==> src/rtl/scr_alu_pkg.sv <==
package scr_alu_pkg;
  localparam int unsigned DW      = 8;
  localparam int unsigned IW      = 32;
  localparam int unsigned AW      = 8;
  // field positions that the decoder depends on
  localparam int unsigned SEL_LO  = 27;
  localparam int unsigned OP_LO   = 24;
  localparam int unsigned SRC_BIT = 23;
  localparam int unsigned ADR_LO  = 16;
  localparam int unsigned IMM_LO  = 8;
  localparam int unsigned ADR_MSB = 7;

  typedef enum logic [2:0] {
    OP_MOV = 3'd0, OP_SHL = 3'd1, OP_OR  = 3'd2, OP_XOR = 3'd3,
    OP_AND = 3'd4, OP_SHR = 3'd5, OP_ADD = 3'd6, OP_ADC = 3'd7
  } alu_op_e;

  localparam logic [2:0] PATH_TO_REG  = 3'd5;
  localparam logic [2:0] PATH_TO_SFBR = 3'd6;
  localparam logic [2:0] PATH_RMW     = 3'd7;

  typedef struct packed {
    logic          legal;
    logic [2:0]    path;
    alu_op_e       op;
    logic          use_sfbr;
    logic [AW-1:0] addr;
    logic [DW-1:0] imm;
  } regop_t;

  // returns {carry_out, result}
  function automatic logic [DW:0] alu_calc(alu_op_e op, logic [DW-1:0] a,
                                           logic [DW-1:0] b, logic cin);
    logic [DW:0] r;
    case (op)
      OP_MOV: r = {cin, b};
      OP_SHL: r = {a, cin};
      OP_OR:  r = {cin, a | b};
      OP_XOR: r = {cin, a ^ b};
      OP_AND: r = {cin, a & b};
      OP_SHR: r = {a[0], cin, a[DW-1:1]};
      OP_ADD: r = {1'b0, a} + {1'b0, b};
      default: r = {1'b0, a} + {1'b0, b} + {{DW{1'b0}}, cin};
    endcase
    return r;
  endfunction

  function automatic logic op_sets_carry(alu_op_e op);
    return (op == OP_SHL) || (op == OP_SHR) || (op == OP_ADD) || (op == OP_ADC);
  endfunction
endpackage

==> src/rtl/scr_regop_decode.sv <==
module scr_regop_decode
  import scr_alu_pkg::*;
(
  input  logic [IW-1:0] insn,
  output regop_t        dec
);
  logic [2:0] sel;
  assign sel = insn[SEL_LO +: 3];

  always_comb begin
    dec.path     = sel;
    dec.legal    = (sel == PATH_TO_REG) || (sel == PATH_TO_SFBR) || (sel == PATH_RMW);
    dec.op       = alu_op_e'(insn[OP_LO +: 3]);
    dec.use_sfbr = insn[SRC_BIT] && (sel == PATH_RMW);
    dec.addr     = {insn[ADR_MSB], insn[ADR_LO +: AW-1]};
    dec.imm      = insn[IMM_LO +: DW];
  end
endmodule

==> src/rtl/scr_regop_exec.sv <==
module scr_regop_exec
  import scr_alu_pkg::*;
(
  input  regop_t        dec,
  input  logic [DW-1:0] rd_data,
  input  logic [DW-1:0] sfbr,
  input  logic          carry,
  output logic [DW-1:0] op_a,
  output logic [DW-1:0] result,
  output logic          carry_nxt,
  output logic          carry_upd,
  output logic          to_reg,
  output logic          to_sfbr
);
  logic [DW-1:0] op_b;
  logic [DW:0]   calc;

  always_comb begin
    op_a = '0;
    op_b = dec.imm;
    case (dec.path)
      PATH_TO_REG:  op_a = sfbr;
      PATH_TO_SFBR: op_a = rd_data;
      PATH_RMW: begin
        op_a = rd_data;
        op_b = dec.use_sfbr ? sfbr : dec.imm;
      end
      default: op_a = '0;
    endcase
  end

  assign calc      = alu_calc(dec.op, op_a, op_b, carry);
  assign result    = calc[DW-1:0];
  assign carry_nxt = calc[DW];
  assign carry_upd = dec.legal && op_sets_carry(dec.op);
  assign to_reg    = dec.legal && (dec.path != PATH_TO_SFBR);
  assign to_sfbr   = dec.legal && (dec.path == PATH_TO_SFBR);
endmodule

==> src/rtl/scr_regop_state.sv <==
module scr_regop_state
  import scr_alu_pkg::*;
(
  input  logic          clk,
  input  logic          rst_n,
  input  logic          ex_vld,
  input  logic          to_sfbr,
  input  logic          carry_upd,
  input  logic          carry_nxt,
  input  logic [DW-1:0] result,
  output logic [DW-1:0] sfbr_q,
  output logic          carry_q,
  output logic          done
);
  always_ff @(posedge clk) begin
    if (!rst_n) begin
      sfbr_q  <= '0;
      carry_q <= 1'b0;
      done    <= 1'b0;
    end else begin
      done <= ex_vld;
      if (ex_vld && to_sfbr)   sfbr_q  <= result;
      if (ex_vld && carry_upd) carry_q <= carry_nxt;
    end
  end

  AST_SFBR_ONLY_PATH6: assert property (@(posedge clk) disable iff (!rst_n)
    !(ex_vld && to_sfbr) |=> $stable(sfbr_q));
  AST_CARRY_KEEP: assert property (@(posedge clk) disable iff (!rst_n)
    !(ex_vld && carry_upd) |=> $stable(carry_q));
endmodule

==> src/rtl/scr_regop_alu.sv <==
module scr_regop_alu
  import scr_alu_pkg::*;
(
  input  logic          clk,
  input  logic          rst_n,
  input  logic          start,
  input  logic [IW-1:0] insn,
  output logic [AW-1:0] rf_raddr,
  input  logic [DW-1:0] rf_rdata,
  output logic          rf_we,
  output logic [AW-1:0] rf_waddr,
  output logic [DW-1:0] rf_wdata,
  output logic [DW-1:0] sfbr_q,
  output logic          carry_q,
  output logic          done
);
  logic          ex_vld;
  logic [IW-1:0] ex_insn;
  regop_t        dec;
  logic [DW-1:0] op_a, result;
  logic          carry_nxt, carry_upd, to_reg, to_sfbr;

  always_ff @(posedge clk) begin
    if (!rst_n) begin
      ex_vld  <= 1'b0;
      ex_insn <= '0;
    end else begin
      ex_vld <= start;
      if (start) ex_insn <= insn;
    end
  end

  scr_regop_decode u_dec (.insn(ex_insn), .dec(dec));

  scr_regop_exec u_exec (
    .dec(dec), .rd_data(rf_rdata), .sfbr(sfbr_q), .carry(carry_q),
    .op_a(op_a), .result(result), .carry_nxt(carry_nxt),
    .carry_upd(carry_upd), .to_reg(to_reg), .to_sfbr(to_sfbr)
  );

  scr_regop_state u_state (
    .clk(clk), .rst_n(rst_n), .ex_vld(ex_vld), .to_sfbr(to_sfbr),
    .carry_upd(carry_upd), .carry_nxt(carry_nxt), .result(result),
    .sfbr_q(sfbr_q), .carry_q(carry_q), .done(done)
  );

  assign rf_raddr = dec.addr;
  assign rf_waddr = dec.addr;
  assign rf_wdata = result;
  assign rf_we    = ex_vld && to_reg;

  AST_DONE_LAT: assert property (@(posedge clk) disable iff (!rst_n)
    start |-> ##2 done);
  AST_WE_THEN_DONE: assert property (@(posedge clk) disable iff (!rst_n)
    rf_we |=> done);
  AST_NO_WE_SFBR: assert property (@(posedge clk) disable iff (!rst_n)
    (ex_vld && dec.path == PATH_TO_SFBR) |-> !rf_we);
  AST_NO_WE_ILLEGAL: assert property (@(posedge clk) disable iff (!rst_n)
    (ex_vld && !dec.legal) |-> !rf_we);
  AST_SHL_CARRY: assert property (@(posedge clk) disable iff (!rst_n)
    (ex_vld && dec.legal && dec.op == OP_SHL) |=> carry_q == $past(op_a[DW-1]));
  AST_SHR_CARRY: assert property (@(posedge clk) disable iff (!rst_n)
    (ex_vld && dec.legal && dec.op == OP_SHR) |=> carry_q == $past(op_a[0]));
endmodule

==> config.mk <==
export PLATFORM = sky130hd
export DESIGN_NAME = scr_regop_alu
export DESIGN_NICKNAME = d
export VERILOG_FILES = /design/src/rtl/scr_alu_pkg.sv /design/src/rtl/scr_regop_decode.sv /design/src/rtl/scr_regop_exec.sv /design/src/rtl/scr_regop_state.sv /design/src/rtl/scr_regop_alu.sv
export SDC_FILE = /design/constraint.sdc
export NUM_CORES = 1
export LEC_CHECK = 0
export CAP_MARGIN = 25
export CORE_ASPECT_RATIO = 0.9
export CORE_MARGIN = 5
export CORE_UTILIZATION = 45
export DETAILED_ROUTE_END_ITERATION = 8
export MAX_ROUTING_LAYER = met4
export PLACE_DENSITY_LB_ADDON = 0.2
export SKIP_LAST_GASP = 1
export SYNTH_ARGS = -nofsm -noshare
export SYNTH_HDL_FRONTEND = slang
export SYNTH_SLANG_ARGS = --single-unit
==> constraint.sdc <==
create_clock -name clk -period 8.8 [get_ports clk]
set_clock_uncertainty 0.1 [all_clocks]
set_input_delay 0.88 -clock clk [delete_from_list [all_inputs] [get_ports clk]]
set_output_delay 0.88 -clock clk [all_outputs]
set_load 0.01 [all_outputs]
Word-level counts from Yosys, hierarchy flattened
Cells that the tools add are included.
{"block": "word_totals", "reg_bits": 41, "in_bits": 43, "output_inout_bits": 35}
{"block": "op_classes", "addsub": 2, "eq_ne": 11, "n_mux": 4, "bitwise": 7, "reduce_logical": 15}
{"operator": "$pmux 9 s7", "count": 1}
{"operator": "$eq 3x3->1 const B", "count": 7}
{"operator": "$mux 8", "count": 2}
{"operator": "$pmux 8 s2", "count": 1}
{"operator": "$add 8x8->9", "count": 1}
{"operator": "$add 9x1->9", "count": 1}
{"operator": "$and 8x8->8", "count": 1}
{"operator": "$or 8x8->8", "count": 1}
{"operator": "$xor 8x8->8", "count": 1}
{"operator": "$logic_and 1x1->1", "count": 7}
{"operator": "$eq 3x2->1 const B", "count": 2}
{"operator": "$logic_or 1x1->1", "count": 5}
{"operator": "$reduce_and 5->1", "count": 1}
{"operator": "$not 1->1", "count": 4}
{"operator": "$eq 3x1->1 const B", "count": 1}
{"operator": "$logic_not 3->1", "count": 1}
{"operator": "$ne 3x3->1 const B", "count": 1}
{"operator": "$reduce_or 2->1", "count": 1}

Logic depth before layout (Yosys ltp)
{"block": "depth", "word_depth": 7, "ltp_mapped": 14, "depth_no_buf": 13}

Modules after synthesis
A second synthesis with hierarchy kept.
{"block": "hier_totals", "cells_unflattened": 405, "hier_area_um2": 3515.9}
{"module": "scr_regop_exec", "instances": 1, "cells_each": 222, "area_each_um2": 1565.3, "seq_area_each_um2": 0.0}
{"module": "scr_regop_alu", "instances": 1, "cells_each": 114, "area_each_um2": 1336.3, "seq_area_each_um2": 660.6}
{"module": "scr_regop_state", "instances": 1, "cells_each": 45, "area_each_um2": 432.9, "seq_area_each_um2": 200.2}
{"module": "scr_regop_decode", "instances": 1, "cells_each": 24, "area_each_um2": 181.4, "seq_area_each_um2": 0.0}

Worst setup path before layout
OpenSTA, ideal clock, no wires.
{"block": "synth_timing", "path_type": "input to output", "from": "input port rf_rdata[3]", "to": "output port rf_wdata[6]", "arrival_ns": 3.192, "required_ns": 7.820, "slack_ns": 4.628, "stages": 12, "path_cell_list": "nand2_1 -> a21boi_0 -> ha_1 -> clkbuf_1 -> a21oi_1 -> nand2_1 -> a21oi_4 -> mux2_2 -> nand2_1 -> a211oi_1 -> o21a_1 -> nor3_1"}
{"block": "synth_between", "elab_chain_cells": 4}
{"item": "start, declared", "line": "scr_regop_alu.sv:9", "rtl": "input logic [DW-1:0] rf_rdata,"}
{"item": "$pmux 8 s2 *", "line": "scr_regop_exec.sv:21", "rtl": "case (dec.path)"}
{"item": "$add 8x8->9 *", "line": "scr_alu_pkg.sv:42, scr_alu_pkg.sv:43"}
{"item": "$add 9x1->9", "line": "scr_alu_pkg.sv:43", "rtl": "default: r = {1'b0, a} + {1'b0, b} + {{DW{1'b0}}, cin};"}
{"item": "$pmux 9 s7 *", "line": "scr_alu_pkg.sv:35", "rtl": "case (op)"}
{"item": "end, declared", "line": "scr_regop_alu.sv:12", "rtl": "output logic [DW-1:0] rf_wdata,"}
Every way passes the cells marked *; elsewhere a longest branch is shown, timed or not.

Final worst setup path
{"block": "layout_timing", "from": "register ex_insn[28]", "to": "output port rf_wdata[6]"}
{"block": "layout_between", "elab_chain_cells": 7}
{"item": "start, declared", "line": "scr_regop_alu.sv:18", "rtl": "logic [IW-1:0] ex_insn;"}
{"item": "start signal, assigned", "line": "scr_regop_alu.sv:29", "rtl": "if (start) ex_insn <= insn;"}
{"item": "$eq 3x3->1", "line": "scr_regop_decode.sv:14, scr_regop_exec.sv:21"}
{"item": "$logic_and 1x1->1", "line": "scr_regop_decode.sv:14", "rtl": "dec.use_sfbr = insn[SRC_BIT] && (sel == PATH_RMW);"}
{"item": "$mux 8", "line": "scr_regop_exec.sv:26", "rtl": "op_b = dec.use_sfbr ? sfbr : dec.imm;"}
{"item": "$mux 8", "line": "scr_regop_exec.sv:21"}
{"item": "$add 8x8->9", "line": "scr_alu_pkg.sv:42, scr_alu_pkg.sv:43"}
{"item": "$add 9x1->9", "line": "scr_alu_pkg.sv:43"}
{"item": "$pmux 9 s7 *", "line": "scr_alu_pkg.sv:35"}
Marked as above.

==> run metrics <==
Lkg Pwr=0.00149 uW; worst-margin pin slew=0.907 ns; share of layout cells above drive strength 1=9.55%; Setup Buffers After CTS=0; Seq/Total Area, Yosys=21.6%; DIE AREA=0.00878 mm^2; final wirelength=8.22 mm; Rows=29; Rel. slew slack=39.4%; max-cap violations=0; DRT iter0 DRCs=138; fillers=656; r2r startpoint=ex_insn[28]; global-route wire length before repair=13.3 mm; r2r worst-path depth=11; Final Wtd Congestion=0.912; Post-Route M1 WL=3.82 mm; via count=2884; Crit Path Max Fanout=20; run status=finished, final reports clean; hold path depth=2; cts hold-fix bufs=0; post-route setup slack=3.27 ns; highest metal layer with signal wires=met4; Post-route DRC=0; Post-DP HPWL=6.29 mm; CTS sink cnt=34; Synth top area share=21.6%; synthesized flop and latch total=34; ys async rst share=0%; Setup WS pre-CTS=3.32 ns; hold path startpoint=u_state.sfbr_q[2]; initial core utilization=45.5%; R2R Path End=u_state.sfbr_q[6]; Port Buf Inserts=68; PostCTS Resize Cnt=0; Setup CP Type=reg -> out; Post-Synthesis Cells=383; Reg clk slew, reported paths=0.07 ns; GRT Total Usage=19.2%; synth warn=0; minimum clock period after layout=5.53 ns; TritonCTS clock tree=yes; Avg Vias per Cell=5.63; # IOs=78; CTS Root Cell=clkbuf_8; ANT nets after route=0; CP Launch Type=flip-flop; Setup-failing EPs final=0; H-tree Lvls=2; area leader, netlist=dfxtp_1; Tcrit/Tclk final=62.9%; average size of a mapped cell=8.23 um^2; WL per Instance=16.1 um; PD cells=103 mW/mm^2; synth unique cells=68; n_diodes=0; fin util=55.3%; Crit path required time=7.82 ns; worst path arrival time=4.55 ns; core area=0.00693 mm^2; mapped cell area=0.00315 mm^2; Hold WC Path Type=reg -> reg; WL met2=3.91 mm; Final Hold Violating Endpoints=0; Reg2Reg Setup Slack=4.84 ns; clk_lat worst skew=0.29 ns; vias in the first global route=2708; WHS=0.399 ns; met3 WL=409 um; Area contributors post-synth=dfxtp_1, mux2i_1, ha_1, nor2b_1, buf_4; Setup TNS Final=0 ns; fin. max-slew vios=0; Area Overhead vs Synth=21.7%; DRT Pass-1 Iters=4; RSZ-0062 raised after global routing=false; pin count of the biggest net entering global routing=36; initial antenna violation count=0; CTS buffer count=5; syn_nets=443; EDFF count, synth=0; maximum vdd drop=71.5 uV; Tot Pwr=396 uW; GR Overflow Total=0; final net count=479; Setup crit end kind=output pin; die height=89.4 um; highest clock rate=0.181 GHz; top_reg_cell synth=dfxtp_1; commonest cells after routing, fill and taps aside=clkdlybuf4s50_1, nand2_1, dfxtp_1, mux2i_1, nor2b_1; CTS max path bufs=2; die width=98.2 um; hold path endpoint=u_state.sfbr_q[2]; commonest non-fill, non-tap cell in the layout=clkdlybuf4s50_1
## cell usage after synthesis, drive strengths merged, types with 3 or more instances
master and number:
a21boi 5, buf 24, mux2i 30, nand2b 7
nor2 18, inv 22, clkbuf 19, o211ai 3
nor3 6, nand3 6, o21ai 17, nor2b 26
xnor2 3, and3 6, o2111ai 3, nand2 34
and4 3, nand3b 3, mux4 3, mux2 9
and2 10, a211o 3, a21oi 18, dfxtp 34
ha 17, o221ai 4, a31oi 9, a21o 4
## registers in the layout, summed over array words and instances (netlist names)
signal,flops
ex_insn,23
ex_vld,1
u_state.carry_q,1
u_state.done,1
u_state.sfbr_q,8
## stage by stage
step           std cells  cell area, um^2
2_1_floorplan        383             3150
3_3_place_gp         504             3730
3_5_place_dp         504             3730
4_1_cts              511             3810
5_1_grt              512             3830
6_report             512             3830
## logic make-up after synthesis
group	Yosys count	share of synthesized area [%]
mux	42	15.4
xor+xnor	5	1.63
compound gates	90	21.5
flops	34	21.6
buf+inv	66	10.4
fa+ha+maj	17	6.75
simple gates	129	22.7
## how the worst max path moves through the flow
stage                      from          end  slack, ns
finish              ex_insn[28]  rf_wdata[6]       3.27
global route        ex_insn[28]  rf_wdata[6]       2.92
CTS                 ex_insn[28]  rf_wdata[6]       3.30
detailed placement  rf_rdata[3]  rf_wdata[6]       3.32
global placement    rf_rdata[3]  rf_wdata[6]       3.37
floorplan           rf_rdata[3]  rf_wdata[6]       4.63
## worst max-delay path, cell delays in order (launching register included)
cell and delay [ns]:
dfxtp_1 0.74, nand4_4 0.31, mux2_2 0.40, ha_1 0.44, a21oi_1 0.35, nand2_1 0.15
a21oi_4 0.22, mux2_2 0.38, nand2_1 0.14, a211oi_1 0.09, o21a_1 0.22, nor3_1 0.24
clkdlybuf4s50_1 0.58
## layer usage
metal	global-route usage [%]	vias to the layer above
li1	-	1423
met1	24.5	1367
met2	32.3	86
met3	3.43	8
met4	4.09	0
met5	-	-
## report_power, final
group,switching (uW),total [uW],internal (uW)
Combinational,53.0,114,60.6
Sequential,10.5,171,161
Clock,57.0,111,54.3
Total,120,396,276
## area by class of cell
cell class	count	area (um^2)	share of cell area, %
Tap cell	93	116	3.04
Sequential cell	34	681	17.8
Clock inverter	1	7.51	0.196
Inverter	23	87.6	2.28
Multi-Input combinational cell	283	2140	55.8
Clock buffer	6	72.6	1.89
Timing Repair Buffer	72	728	19.0
Power figures use the tool's default switching activity.
